==> config.mk <==
export PLATFORM = sky130hd
export DESIGN_NAME = uop_slot_expander
export DESIGN_NICKNAME = d
export VERILOG_FILES = /design/src/rtl/slotx_pkg.sv /design/src/rtl/slotx_decode.sv /design/src/rtl/slotx_build.sv /design/src/rtl/slotx_out_stage.sv /design/src/rtl/uop_slot_expander.sv
export SDC_FILE = /design/constraint.sdc
export NUM_CORES = 1
export LEC_CHECK = 0
export ABC_AREA = 1
export ABC_CLOCK_PERIOD_IN_PS = 1300
export CAP_MARGIN = 10
export CORE_MARGIN = 2
export CORE_UTILIZATION = 24
export DETAILED_ROUTE_END_ITERATION = 7
export DONT_BUFFER_PORTS = 1
export PLACE_DENSITY = 0.47
export SETUP_SLACK_MARGIN = 0.4
export SKIP_CTS_REPAIR_TIMING = 1
export SLEW_MARGIN = 20
export SYNTH_ARGS = -nofsm -noshare
export SYNTH_HDL_FRONTEND = slang
export SYNTH_SLANG_ARGS = --single-unit
export TNS_END_PERCENT = 5
==> constraint.sdc <==
create_clock -name clk -period 1.3 [get_ports clk]
set_input_delay 0.065 -clock clk [delete_from_list [all_inputs] [get_ports clk]]
set_output_delay 0.065 -clock clk [all_outputs]
set_load 0.01 [all_outputs]
==> src/rtl/slotx_pkg.sv <==
package slotx_pkg;
   localparam int NSLOTS  = 8;
   localparam int SL_INT0 = 0;
   localparam int SL_INT1 = 1;
   localparam int SL_LOG  = 2;
   localparam int SL_SHF  = 3;
   localparam int SL_FP   = 4;
   localparam int SL_MEM1 = 5;
   localparam int SL_MEM2 = 6;
   localparam int SL_CND  = 7;

   localparam int OPC_NOP  = 'h00;
   localparam int OPC_ADD  = 'h01;
   localparam int OPC_SUB  = 'h02;
   localparam int OPC_ADSB = 'h03;
   localparam int OPC_AND  = 'h04;
   localparam int OPC_OR   = 'h05;
   localparam int OPC_XOR  = 'h06;
   localparam int OPC_SHL  = 'h08;
   localparam int OPC_SHR  = 'h09;
   localparam int OPC_ROR  = 'h0A;
   localparam int OPC_ROL  = 'h0B;
   localparam int OPC_FADD = 'h0C;
   localparam int OPC_FMUL = 'h0D;
   localparam int OPC_LD1  = 'h10;
   localparam int OPC_LD2  = 'h11;
   localparam int OPC_ST1  = 'h12;
   localparam int OPC_ST2  = 'h13;
   localparam int OPC_BEQ  = 'h14;
   localparam int OPC_BNE  = 'h15;

   localparam int U_ADD = 1;
   localparam int U_SUB = 2;
endpackage

==> src/rtl/slotx_decode.sv <==
module slotx_decode
   import slotx_pkg::*;
#(
   parameter int OP_W    = 6,
   parameter int UOP_W   = 4,
   parameter bit FUSE_EN = 1'b1
) (
   input  logic [OP_W-1:0]   op,
   output logic [NSLOTS-1:0] hit,
   output logic [UOP_W-1:0]  uop,
   output logic              fused,
   output logic              illegal
);
   logic fuse_ok;

   generate
      if (FUSE_EN) begin : g_fuse
         assign fuse_ok = 1'b1;
      end else begin : g_nofuse
         assign fuse_ok = 1'b0;
      end
   endgenerate

   always_comb begin
      hit     = '0;
      uop     = '0;
      fused   = 1'b0;
      illegal = 1'b0;
      case (op)
         OP_W'(OPC_NOP):  ;
         OP_W'(OPC_ADD):  begin hit[SL_INT0] = 1'b1; uop = UOP_W'(U_ADD); end
         OP_W'(OPC_SUB):  begin hit[SL_INT0] = 1'b1; uop = UOP_W'(U_SUB); end
         OP_W'(OPC_ADSB): begin
            if (fuse_ok) begin
               hit[SL_INT0] = 1'b1;
               hit[SL_INT1] = 1'b1;
               uop          = UOP_W'(U_ADD);
               fused        = 1'b1;
            end else begin
               illegal = 1'b1;
            end
         end
         OP_W'(OPC_AND):  begin hit[SL_LOG]  = 1'b1; uop = UOP_W'(1); end
         OP_W'(OPC_OR):   begin hit[SL_LOG]  = 1'b1; uop = UOP_W'(2); end
         OP_W'(OPC_XOR):  begin hit[SL_LOG]  = 1'b1; uop = UOP_W'(3); end
         OP_W'(OPC_SHL):  begin hit[SL_SHF]  = 1'b1; uop = UOP_W'(1); end
         OP_W'(OPC_SHR):  begin hit[SL_SHF]  = 1'b1; uop = UOP_W'(2); end
         OP_W'(OPC_ROR):  begin hit[SL_SHF]  = 1'b1; uop = UOP_W'(3); end
         OP_W'(OPC_ROL):  begin hit[SL_SHF]  = 1'b1; uop = UOP_W'(4); end
         OP_W'(OPC_FADD): begin hit[SL_FP]   = 1'b1; uop = UOP_W'(1); end
         OP_W'(OPC_FMUL): begin hit[SL_FP]   = 1'b1; uop = UOP_W'(2); end
         OP_W'(OPC_LD1):  begin hit[SL_MEM1] = 1'b1; uop = UOP_W'(1); end
         OP_W'(OPC_LD2):  begin hit[SL_MEM2] = 1'b1; uop = UOP_W'(1); end
         OP_W'(OPC_ST1):  begin hit[SL_MEM1] = 1'b1; uop = UOP_W'(2); end
         OP_W'(OPC_ST2):  begin hit[SL_MEM2] = 1'b1; uop = UOP_W'(2); end
         OP_W'(OPC_BEQ):  begin hit[SL_CND]  = 1'b1; uop = UOP_W'(1); end
         OP_W'(OPC_BNE):  begin hit[SL_CND]  = 1'b1; uop = UOP_W'(2); end
         default:         illegal = 1'b1;
      endcase
   end
endmodule

==> src/rtl/slotx_build.sv <==
module slotx_build
   import slotx_pkg::*;
#(
   parameter int REG_W  = 5,
   parameter int UOP_W  = 4,
   localparam int SLOT_W = UOP_W + 3*REG_W,
   localparam int WORD_W = NSLOTS*SLOT_W
) (
   input  logic [NSLOTS-1:0] hit,
   input  logic [UOP_W-1:0]  uop,
   input  logic              fused,
   input  logic [REG_W-1:0]  rd,
   input  logic [REG_W-1:0]  ra,
   input  logic [REG_W-1:0]  rb,
   input  logic [REG_W-1:0]  rc,
   output logic [WORD_W-1:0] word
);
   logic [SLOT_W-1:0] prim_f;
   logic [SLOT_W-1:0] pair_f;

   assign prim_f = {uop, rd, ra, rb};
   assign pair_f = {UOP_W'(U_SUB), rc, ra, rb};

   genvar s;
   generate
      for (s = 0; s < NSLOTS; s++) begin : g_slot
         if (s == SL_INT1) begin : g_pair
            assign word[s*SLOT_W +: SLOT_W] =
               hit[s] ? (fused ? pair_f : prim_f) : '0;
         end else begin : g_plain
            assign word[s*SLOT_W +: SLOT_W] = hit[s] ? prim_f : '0;
         end
      end
   endgenerate
endmodule

==> src/rtl/slotx_out_stage.sv <==
module slotx_out_stage #(
   parameter int WORD_W = 152
) (
   input  logic              clk,
   input  logic              rst,
   input  logic              d_valid,
   input  logic [WORD_W-1:0] d_word,
   input  logic              d_illegal,
   output logic              q_valid,
   output logic [WORD_W-1:0] q_word,
   output logic              q_illegal
);
   always_ff @(posedge clk) begin
      if (rst) begin
         q_valid   <= 1'b0;
         q_word    <= '0;
         q_illegal <= 1'b0;
      end else if (d_valid) begin
         q_valid   <= 1'b1;
         q_word    <= d_word;
         q_illegal <= d_illegal;
      end else begin
         q_valid   <= 1'b0;
         q_word    <= '0;
         q_illegal <= 1'b0;
      end
   end

   a_r2_valid_follows: assert property (@(posedge clk) disable iff (rst)
      d_valid |=> q_valid);
   a_r11_idle_clear: assert property (@(posedge clk) disable iff (rst)
      !d_valid |=> (!q_valid && !q_illegal && q_word == '0));
endmodule

==> src/rtl/uop_slot_expander.sv <==
module uop_slot_expander
   import slotx_pkg::*;
#(
   parameter int OP_W    = 6,
   parameter int REG_W   = 5,
   parameter int UOP_W   = 4,
   parameter bit FUSE_EN = 1'b1,
   localparam int SLOT_W = UOP_W + 3*REG_W,
   localparam int WORD_W = NSLOTS*SLOT_W
) (
   input  logic              clk,
   input  logic              rst,
   input  logic              in_valid,
   input  logic [OP_W-1:0]   in_op,
   input  logic [REG_W-1:0]  in_rd,
   input  logic [REG_W-1:0]  in_ra,
   input  logic [REG_W-1:0]  in_rb,
   input  logic [REG_W-1:0]  in_rc,
   output logic              out_valid,
   output logic [WORD_W-1:0] out_word,
   output logic              out_illegal
);
   generate
      if (OP_W < 5) begin : g_chk_op
         $error("OP_W must hold opcodes up to 0x15");
      end
      if (UOP_W < 3) begin : g_chk_uop
         $error("UOP_W must hold unit codes up to 4");
      end
      if (REG_W < 1) begin : g_chk_reg
         $error("REG_W must be positive");
      end
   endgenerate

   logic [NSLOTS-1:0] dec_hit;
   logic [UOP_W-1:0]  dec_uop;
   logic              dec_fused;
   logic              dec_illegal;
   logic [WORD_W-1:0] wide_d;

   slotx_decode #(.OP_W(OP_W), .UOP_W(UOP_W), .FUSE_EN(FUSE_EN)) u_dec (
      .op(in_op), .hit(dec_hit), .uop(dec_uop),
      .fused(dec_fused), .illegal(dec_illegal)
   );

   slotx_build #(.REG_W(REG_W), .UOP_W(UOP_W)) u_bld (
      .hit(dec_hit), .uop(dec_uop), .fused(dec_fused),
      .rd(in_rd), .ra(in_ra), .rb(in_rb), .rc(in_rc), .word(wide_d)
   );

   slotx_out_stage #(.WORD_W(WORD_W)) u_out (
      .clk(clk), .rst(rst),
      .d_valid(in_valid), .d_word(wide_d), .d_illegal(dec_illegal),
      .q_valid(out_valid), .q_word(out_word), .q_illegal(out_illegal)
   );

   logic [NSLOTS-1:0] busy;
   genvar b;
   generate
      for (b = 0; b < NSLOTS; b++) begin : g_busy
         assign busy[b] = |out_word[b*SLOT_W +: SLOT_W];
      end
   endgenerate

   always_comb begin
      if (!rst && dec_illegal) begin
         a_r10_decode_empty: assert (wide_d == '0);
      end
   end

   a_r10_illegal_empty: assert property (@(posedge clk) disable iff (rst)
      out_illegal |-> (out_valid && out_word == '0));
   a_r3_at_most_two: assert property (@(posedge clk) disable iff (rst)
      $countones(busy) <= 2);
   a_r4_pair_shape: assert property (@(posedge clk) disable iff (rst)
      busy[SL_INT1] |-> (busy[SL_INT0] && $countones(busy) == 2 &&
         out_word[SL_INT1*SLOT_W + SLOT_W - 1 -: UOP_W] == UOP_W'(U_SUB)));
endmodule

Yosys cells after proc, flatten, opt, wreduce, memory -nomap -nowiden
Cells that the tools add are included.
{"block": "totals", "input_bits": 29, "elab_cells": 69, "reg_bits": 151}
{"block": "op_classes", "muxes": 11, "reduce_logical": 21, "eq_ne": 18, "bitwise_logic": 9}
{"op": "$eq A6 B4 Y1 const B", "n": 6}
{"op": "$eq A6 B5 Y1 const B", "n": 6}
{"op": "$reduce_or A3 Y1", "n": 10}
{"op": "$reduce_or A19 Y1", "n": 1}
{"op": "$eq A6 B3 Y1 const B", "n": 3}
{"op": "$eq A6 B2 Y1 const B", "n": 2}
{"op": "$pmux W3 S4", "n": 1}
{"op": "$reduce_or A2 Y1", "n": 6}
{"op": "$mux W1", "n": 10}
{"op": "$not A1 Y1", "n": 9}
{"op": "$reduce_or A8 Y1", "n": 1}
{"op": "$reduce_or A7 Y1", "n": 1}
{"op": "$eq A6 B1 Y1 const B", "n": 1}
{"op": "$logic_not A6 Y1", "n": 1}
{"op": "$reduce_or A4 Y1", "n": 1}

Longest topological paths before layout
Gate-level depths: netlist of the first run.
{"block": "depth", "depth_word": 5, "mapped_depth": 7}

Hierarchy
A second synthesis of the first run with hierarchy kept.
{"block": "unflattened", "cells_unflattened": 908, "hier_area_um2": 6276.0}
{"mod": "slotx_out_stage", "seq_area_each_um2": 3083.0, "instances": 1, "cells_each": 479, "area_each_um2": 4369.2}
{"mod": "slotx_build", "seq_area_each_um2": 0.0, "instances": 1, "cells_each": 356, "area_each_um2": 1599.0}
{"mod": "slotx_decode", "seq_area_each_um2": 0.0, "instances": 1, "cells_each": 73, "area_each_um2": 307.8}

Least setup slack after synthesis of the first run
Ideal clock, no wire load.
{"block": "synth_path", "kind": "input port to flip-flop", "startpoint": "input port in_op[3]", "endpoint": "register u_out.q_word[100]", "path_slack_ns": 0.324, "setup_ns": 0.064, "t_arrival_ns": 0.912, "required_ns": 1.236, "path_stages": 7, "n_path_buf": 2, "path_cell_list": "nor2_1 > buf_2 > nand3_1 > nand2_1 > nand2_2 > buf_6 > nor2_1"}
{"block": "synth_between", "elab_chain_len": 5, "elab_cells_between_ends": 6, "cone_classes": "eq/ne: 2; mux: 1; bitwise: 1; reduce/logical: 2"}
{"element": "from (decl)", "line": "uop_slot_expander.sv:14", "text": "input logic [OP_W-1:0] in_op,"}
{"element": "$eq A6 B5 Y1", "line": "slotx_decode.sv:29", "text": "case (op)"}
{"element": "$reduce_or A2 Y1 (no source line) *"}
{"element": "$mux W1 *", "line": "slotx_decode.sv:29"}
{"element": "$not A1 Y1 (no source line) *"}
{"element": "$reduce_or A3 Y1 (no source line) *"}
{"element": "to (signal assigned)", "line": "slotx_out_stage.sv:20", "text": "q_word <= d_word;"}
{"element": "to (decl)", "line": "slotx_out_stage.sv:10", "text": "output logic [WORD_W-1:0] q_word,"}
Mark *: on every way between the ends. The rest lies on a longest branch, timed or not.
A chain may end at the register's enable or synchronous reset.

Worst setup path in the final report of the first run
{"block": "layout_path", "startpoint": "register u_out.q_word[148]", "endpoint": "output port out_word[148]"}
{"element": "to (decl)", "line": "uop_slot_expander.sv:20", "text": "output logic [WORD_W-1:0] out_word,"}
No word-level cell between the ends.

==> results.ini, run 1 <==
[layout]
drive_above_1_share_pct = 15.14
diodes = 0
nFillCells = 1693
nets = 465
final_cell_mix = dfxtp_1, nor2_1, inv_1
final_common_cell = dfxtp_1
syn2layout_area_growth_pct = 27.95

[cts]
h-tree-depth = 4
numCtsBuffers = 17
ctsLongestPathBuffers = 2
root_buffer = clkbuf_16
clkSinkCount = 144
cts_tree = done
clkTransAtPathRegs_ns = 0.06

[run]
cap_viol_max_count = 0

[detailed_routing]
first_pass_iters = 6
vias = 2614
drc = 0
routedWlPerCell_um = 15.38
routed_wl_um = 10290
drtIter0Drc = 96
drtAntennaViolNets = 0
vias_per_cell = 3.907

[floorplanning]
ios = 183
die_h_um = 133.9
fp.coreArea_sq_um = 16520
rows = 47
dieWidth_um = 133.9
initial_core_util_pct = 24.52
die-area_sq_um = 17940

[grt]
antenna_found_initial = 0
grt_max_degree = 19
grt_util_all_layers_pct = 11.39
grt_pass1_wl_um = 14670
grt_overflow = 0
grt_pass1_vias = 2482

[outcome]
violations = hold timing
outcome = finished, violations left

[yosys]
ys_seq_elements = 144
syn_area_per_cell_sq_um = 10.44
synth_cell_types = 20
yosysWarnings = 0
synth-seq-area-share_pct = 71.16
yosys.area.top_type_share_pct = 71.16
yosys.area.top_type = dfxtp_1
ys_top_cells_by_area = dfxtp_1, nor2_1, inv_1, buf_4, nand3_1
synth_area_sq_um = 4051
synthCells = 388

[timing]
fmax_mhz = 1140
hold_viol = 11
post-route-min-period_ns = 0.8772
rsz0062_at_grt = true
setup_viol = 0
final_max_slew_viol_count = 0
final.setup.tns_ns = 0
fin_crit_sh_pct = 67.48
hold_slack_ns = -0.2366

[worst_setup_path]
path_class = register to output port
cp-start-kind = register
critPathCaptureType = output port
crit_arrival_ns = 0.81
crit_path_max_fanout = 1
worstPathRequired_ns = 1.24

[pwr]
power.total_mw = 9.559
seqPwrFrac_pct = 46.8
p_switching_mw = 2.007
intPower_mw = 7.552
combinationalPowerShare_pct = 2.7
p_leak_nw = 2.294
p_per_area_nw_per_um2 = 1844
pwr-share-clk_pct = 50.5
swShare_pct = 20.99
ir_worst_vdd_v = 0.0008886

[placed_design]
place_congestion = 0.7534
hpwl_um = 7171
port_buffers = 0

[min_path]
worstHoldPathType = input port to register

-- stage by stage --
step / area [sq um] / std cells / hold slack (ns) / utilization (%) / worst slack (ns)
3_3_place_gp: 4377 / 616 / 0.1910 / 26.49 / 0.2130
6_report: 5184 / 669 / -0.2366 / 31.37 / 0.4228
3_5_place_dp: 4377 / 616 / 0.1909 / 26.49 / 0.1761
5_1_grt: 5184 / 669 / -0.2542 / 31.37 / 0.3884
4_1_cts: 4972 / 648 / -0.2702 / 30.09 / 0.3804
2_1_floorplan: 4113 / 403 / 0.1772 / - / 0.3349
-- cell type report --
class / count / area (sq um) / area share [%]
clock inverters: 13 / 162.7 / 3.138
multi-input cells: 208 / 967.2 / 18.66
well taps: 220 / 275.3 / 5.310
repair buffers: 34 / 345.3 / 6.662
inverters: 31 / 116.4 / 2.245
clock buffers: 19 / 432.9 / 8.351
flip-flops and latches: 144 / 2884 / 55.64
-- per-layer routing --
layer / GRT usage, % / wire, um / share of wire [%] / vias up
li1: - / - / - / 1251
met1: 12.33 / 4036 / 39 / 1205
met2: 18.58 / 5013 / 49 / 134
met3: 4.800 / 902 / 8.8 / 24
met4: 6.856 / 334 / 3.2 / 0
met5: 0 / 0 / 0 / -
-- power groups by stage --
stage | registers [mW] | clock network, mW | logic [mW]
global route | 4.47 | 5.13 | 0.287
finish | 4.47 | 4.83 | 0.257
floorplan | 4.56 | 0 | 0.178
global placement | 4.57 | 0 | 0.208
CTS | 4.47 | 4.95 | 0.210
detailed placement | 4.57 | 0 | 0.209
-- kinds of logic (layout without fill, tap and decap cells) --
family,count (synthesis),count (layout),synth area share (%)
and+or+nand+nor,177,177,19.95
buffers and inverters,51,97,6.423
other,1,16,0.09256
DFF,144,144,71.15
AOI/OAI and AO/OA,15,15,2.378
-- synthesized netlist by cell type --
cell,count
a21oi_1,14
buf_2,7
buf_4,10
buf_6,3
conb_1,1
dfxtp_1,144
inv_1,28
inv_2,3
nand2_1,15
nand2_2,3
nand2_4,1
nand3_1,15
nand3_2,2
nand4_2,1
nand4_4,2
nor2_1,128
nor2_2,6
nor2_4,3
nor2_8,1
o2111ai_4,1
-- registers in the layout, indices dropped and copies added, names as in the netlist --
signal / count
u_out.q_illegal: 1
u_out.q_word: 142
u_out.q_valid: 1
-- worst paths after layout --
path,start,end,slack [ns],cells after the start
setup / recovery,u_out.q_word[148],out_word[148],0.42,0
hold / removal,rst,u_out.q_valid,-0.24,1
(Power assumes the default switching activity.)
==> inputs of run 2 (changes only) <==
- ABC_CLOCK_PERIOD_IN_PS: 1300 -> 900
- clock period: 1.3 -> 0.9 ns (I/O delays scaled with it)
==> run 2 against run 1 <==
The flow still finishes with violations (hold timing). Non-clock buffer count is 7 lower. Cell count is 1.0% lower. Critical path depth stayed put. First-iteration DRC count is 20% lower. Global-route usage is 0.17 points higher. Sequential share of layout area is 0.85 points higher. Sequential power is 44% higher. Sequential cell count stayed put.
==> results.ini, run 2 (same netlist as run 1, synthesis figures left out) <==
[layout]
largest_reg_flops = 142  ; unchanged
final_cell_mix = nor2_1, dfxtp_2, dfxtp_1
nets = 458  ; -1.5%
diodes = 0  ; unchanged
postLayoutCellArea_sq_um = 5291  ; +2.1%
reg_top3 = u_out.q_word x142, u_out.q_illegal x1, u_out.q_valid x1
final_common_cell = nor2_1
fin_util_pct = 32.02  ; +0.65 points
syn2layout_area_growth_pct = 30.61
fin_cells = 662  ; -1.0%
largest-register = u_out.q_word
drive_above_1_share_pct = 35.29  ; +20 points

[placed_design]
place_congestion = 0.8063  ; +7.0%
dp.cells = 625  ; +1.5%
hpwl_um = 7162  ; -0.12%
dp_slack_ns = -0.1344  ; -0.3105 ns
dpl_cell_area_sq_um = 4517  ; +3.2%
port_buffers = 0  ; unchanged

[timing]
hold_viol = 120  ; +109
final_max_slew_viol_count = 0  ; unchanged
hold_slack_ns = -0.1663  ; +0.07028 ns
setup_ws_ns = 0.06456  ; -0.3582 ns
post-route-min-period_ns = 0.8354
fmax_mhz = 1197
rsz0062_at_grt = true
setup_viol = 0  ; unchanged
fin_crit_sh_pct = 92.83
final.setup.tns_ns = 0  ; unchanged

[detailed_routing]
vias_per_cell = 3.902  ; -0.14%
routed_wl_um = 10430  ; +1.4%
drtIter0Drc = 77  ; -20%
first_pass_iters = 4  ; -2
drtAntennaViolNets = 0  ; unchanged
routedWlPerCell_um = 15.76  ; +2.5%
drc = 0  ; unchanged
vias = 2583  ; -1.2%

[cts]
h-tree-depth = 4  ; unchanged
clkSinkCount = 144  ; unchanged
cts_tree = done
root_buffer = clkbuf_16
ctsLongestPathBuffers = 2  ; unchanged
clkTransAtPathRegs_ns = 0.06  ; about the same
numCtsBuffers = 17  ; unchanged

[outcome]
violations = hold timing
outcome = finished, violations left

[pwr]
p_leak_nw = 2.340  ; +2.0%
ir_worst_vdd_v = 0.001279  ; +44%
power.total_mw = 14.00  ; +46%
p_per_area_nw_per_um2 = 2646  ; +44%

[floorplanning]
rows = 47  ; unchanged
initial_core_util_pct = 24.52  ; unchanged
die_h_um = 133.9  ; unchanged
dieWidth_um = 133.9  ; unchanged
die-area_sq_um = 17940  ; unchanged
ios = 183  ; unchanged
fp.coreArea_sq_um = 16520  ; unchanged

[min_path]
whs_endpoint = u_out.q_valid
min-delay-start = rst
hold_depth = 2  ; +1
worstHoldPathType = input port to register

[grt]
grt_pass1_wl_um = 14940  ; +1.8%
grt_pass1_vias = 2459  ; -0.93%
grt_max_degree = 18  ; -1
grt_overflow = 0  ; unchanged
grt_util_all_layers_pct = 11.56  ; +0.17 points
antenna_found_initial = 0  ; unchanged

[worst_setup_path]
crit_arrival_ns = 0.79  ; -0.02 ns
crit_path_max_fanout = 1  ; unchanged
path_class = register to output port
cp-start-kind = register
critPathCaptureType = output port
worstPathRequired_ns = 0.85  ; -0.39 ns
cp-startpoint = u_out.q_word[142]

[run]
cap_viol_max_count = 0  ; unchanged

## run 2: per-layer routing
| layer | routed length [um] | global-route usage (%) | part of all wire (%) | up-vias |
|---|---|---|---|---|
| met2 | 5191 | 18.77 | 50 | 110 |
| met4 | 259 | 6.797 | 2.5 | 0 |
| li1 | - | - | - | 1242 |
| met3 | 826 | 4.611 | 7.9 | 20 |
| met1 | 4153 | 12.80 | 40 | 1211 |
| met5 | 0 | 0 | 0 | - |
## run 2: area by class of cell
class                           instances  area (sq um)
Fill cell                            1639         11230
Tap cell                              220         275.3
Clock inverter                         14         178.9
Clock buffer                           18         439.2
Sequential cell                       144          2989
Inverter                               31         116.4
Timing Repair Buffer                   27         315.3
Multi-Input combinational cell        208         977.2
## run 2: worst max path at each step
stage                        end  cells after the start
6_report           out_word[142]                      0
5_1_grt            out_word[109]                      0
4_1_cts             out_word[74]                      0
3_5_place_dp   u_out.q_word[111]                      5
3_3_place_gp    u_out.q_word[89]                      6
2_1_floorplan  u_out.q_word[137]                      5
## run 2: report_power, final
| group | switching, mW | internal [mW] |
|---|---|---|
| Clock | 2.72 | 4.47 |
| Sequential | 0.0387 | 6.41 |
| Combinational | 0.243 | 0.119 |
==> inputs of run 3 (changes only) <==
- CELL_PAD_IN_SITES_DETAIL_PLACEMENT: not set -> 1
- CELL_PAD_IN_SITES_GLOBAL_PLACEMENT: not set -> 1
- PLACE_DENSITY: 0.47 -> 0.56
==> run 3 against run 2 <==
The flow still finishes with violations (hold timing). Clock-buffer cell count stayed put. Sequential cell count unchanged. Global-route usage up 0.74 points. Cell area is essentially flat. Power is 0.48% higher. Worst hold slack better by 0.010 ns. Largest cell class unchanged. First-iteration DRC count fell by 18%. Critical path depth unchanged. Routed wire length up 6.7%. Sequential power about the same. Combinational power decreased by 4%. Highest routed layer unchanged. Clock power grew 1%.
==> results.ini, run 3 (same netlist as run 1, synthesis figures left out) <==
[layout]
reg_top3 = u_out.q_word x142, u_out.q_illegal x1, u_out.q_valid x1
final_cell_mix = nor2_1, dfxtp_2, inv_1
drive_above_1_share_pct = 44.72  ; +9.4 points
final_common_cell = nor2_1
syn2layout_area_growth_pct = 30.73  ; about the same
largest-register = u_out.q_word
largest_reg_flops = 142  ; unchanged
diodes = 0  ; unchanged
nets = 452  ; -1.3%

[timing]
fin_crit_sh_pct = 92.72  ; -0.10 points
hold_slack_ns = -0.1561  ; +0.01025 ns
hold_viol = 119  ; -0.83%
post-route-min-period_ns = 0.8345  ; -0.0009163 ns
final.setup.tns_ns = 0  ; unchanged
final_max_slew_viol_count = 0  ; unchanged
rsz0062_at_grt = true
setup_viol = 0  ; unchanged
fmax_mhz = 1198  ; +0.11%
setup_ws_ns = 0.06548  ; +0.0009163 ns

[worst_setup_path]
cp-start-kind = register
crit_path_max_fanout = 1  ; unchanged
critPathCaptureType = output port
worstPathRequired_ns = 0.85  ; about the same
crit_arrival_ns = 0.79  ; about the same
path_class = register to output port

[pwr]
p_per_area_nw_per_um2 = 2657  ; +0.39%
p_switching_mw = 3.070  ; +2.1%
p_leak_nw = 2.336  ; -0.15%
pwr-share-clk_pct = 51.6  ; +0.2 points
swShare_pct = 21.82  ; +0.34 points
power.total_mw = 14.07  ; +0.48%
seqPwrFrac_pct = 45.9  ; about the same
combinationalPowerShare_pct = 2.5  ; about the same
ir_worst_vdd_v = 0.001104  ; -14%
intPower_mw = 11.00  ; about the same

[outcome]
violations = hold timing
outcome = finished, violations left

[placed_design]
port_buffers = 0  ; unchanged
dp_slack_ns = -0.1327  ; +0.001622 ns
hpwl_um = 7772  ; +8.5%
place_congestion = 0.7411  ; -8.1%

[grt]
grt_util_all_layers_pct = 12.29  ; +0.74 points
grt_max_degree = 18  ; unchanged
antenna_found_initial = 0  ; unchanged
grt_pass1_wl_um = 15940  ; +6.7%
grt_overflow = 0  ; unchanged
grt_pass1_vias = 2603  ; +5.9%

[floorplanning]
fp.coreArea_sq_um = 16520  ; unchanged
dieWidth_um = 133.9  ; unchanged
die-area_sq_um = 17940  ; unchanged
ios = 183  ; unchanged
die_h_um = 133.9  ; unchanged
rows = 47  ; unchanged
initial_core_util_pct = 24.52  ; unchanged

[run]
cap_viol_max_count = 0  ; unchanged

[detailed_routing]
drtIter0Drc = 63  ; -18%
first_pass_iters = 4  ; unchanged
routedWlPerCell_um = 16.97  ; +7.7%
vias = 2616  ; +1.3%
vias_per_cell = 3.988  ; +2.2%
drc = 0  ; unchanged
drtAntennaViolNets = 0  ; unchanged
routed_wl_um = 11130  ; +6.7%

[cts]
cts_tree = done
numCtsBuffers = 17  ; unchanged
clkSinkCount = 144  ; unchanged
clkTransAtPathRegs_ns = 0.07  ; about the same
ctsLongestPathBuffers = 2  ; unchanged
root_buffer = clkbuf_16
h-tree-depth = 4  ; unchanged

[min_path]
worstHoldPathType = input port to register

run 3: cell count changes in the layout (fill, tap and decap cells not counted):
cell and change:
dfxtp_2 +48, dfxtp_1 -45, buf_4 -6, dfxtp_4 -3
clkinv_4 -2, clkinvlp_4 +1, inv_8 +1
run 3: per-layer routing:
metal | vias to the layer above | track usage, % | routed length, um
li1 | 1228 | - | -
met5 | - | 0 | 0
met2 | 108 | 21.65 | 5907
met1 | 1269 | 12.72 | 4297
met4 | 0 | 4.846 | 145
met3 | 11 | 5.631 | 781
run 3: worst paths after layout:
kind / start / end / slack, ns / cells past startpoint
max: u_out.q_word[54] / out_word[54] / 0.07 / 0
min: rst / u_out.q_valid / -0.16 / 2
run 3: cell type report:
type	instances	area [sq um]
repair buffers	21	270.3
clock inverters	14	180.2
well taps	220	275.3
fillers	1819	11230
inverters	31	116.4
multi-input cells	208	977.2
clock buffers	18	439.2
flip-flops and latches	144	3038
run 3: power groups by stage:
stage | logic [mW] | clock network (mW) | registers, mW
floorplan | 0.261 | 0 | 6.59
global placement | 0.329 | 0 | 6.60
detailed placement | 0.334 | 0 | 6.60
CTS | 0.335 | 7.41 | 6.46
global route | 0.394 | 7.69 | 6.46
finish | 0.350 | 7.26 | 6.46
run 3: through the flow:
stage / area, sq um / util (%) / instances / hold slack (ns)
after floorplan: 4126 / - / 403 / 0.1572
after global placement: 4472 / 27.06 / 619 / 0.1591
after detailed placement: 4472 / 27.06 / 619 / 0.1674
after CTS: 5091 / 30.81 / 651 / -0.2847
after global routing: 5296 / 32.05 / 656 / -0.1803
final: 5296 / 32.05 / 656 / -0.1561
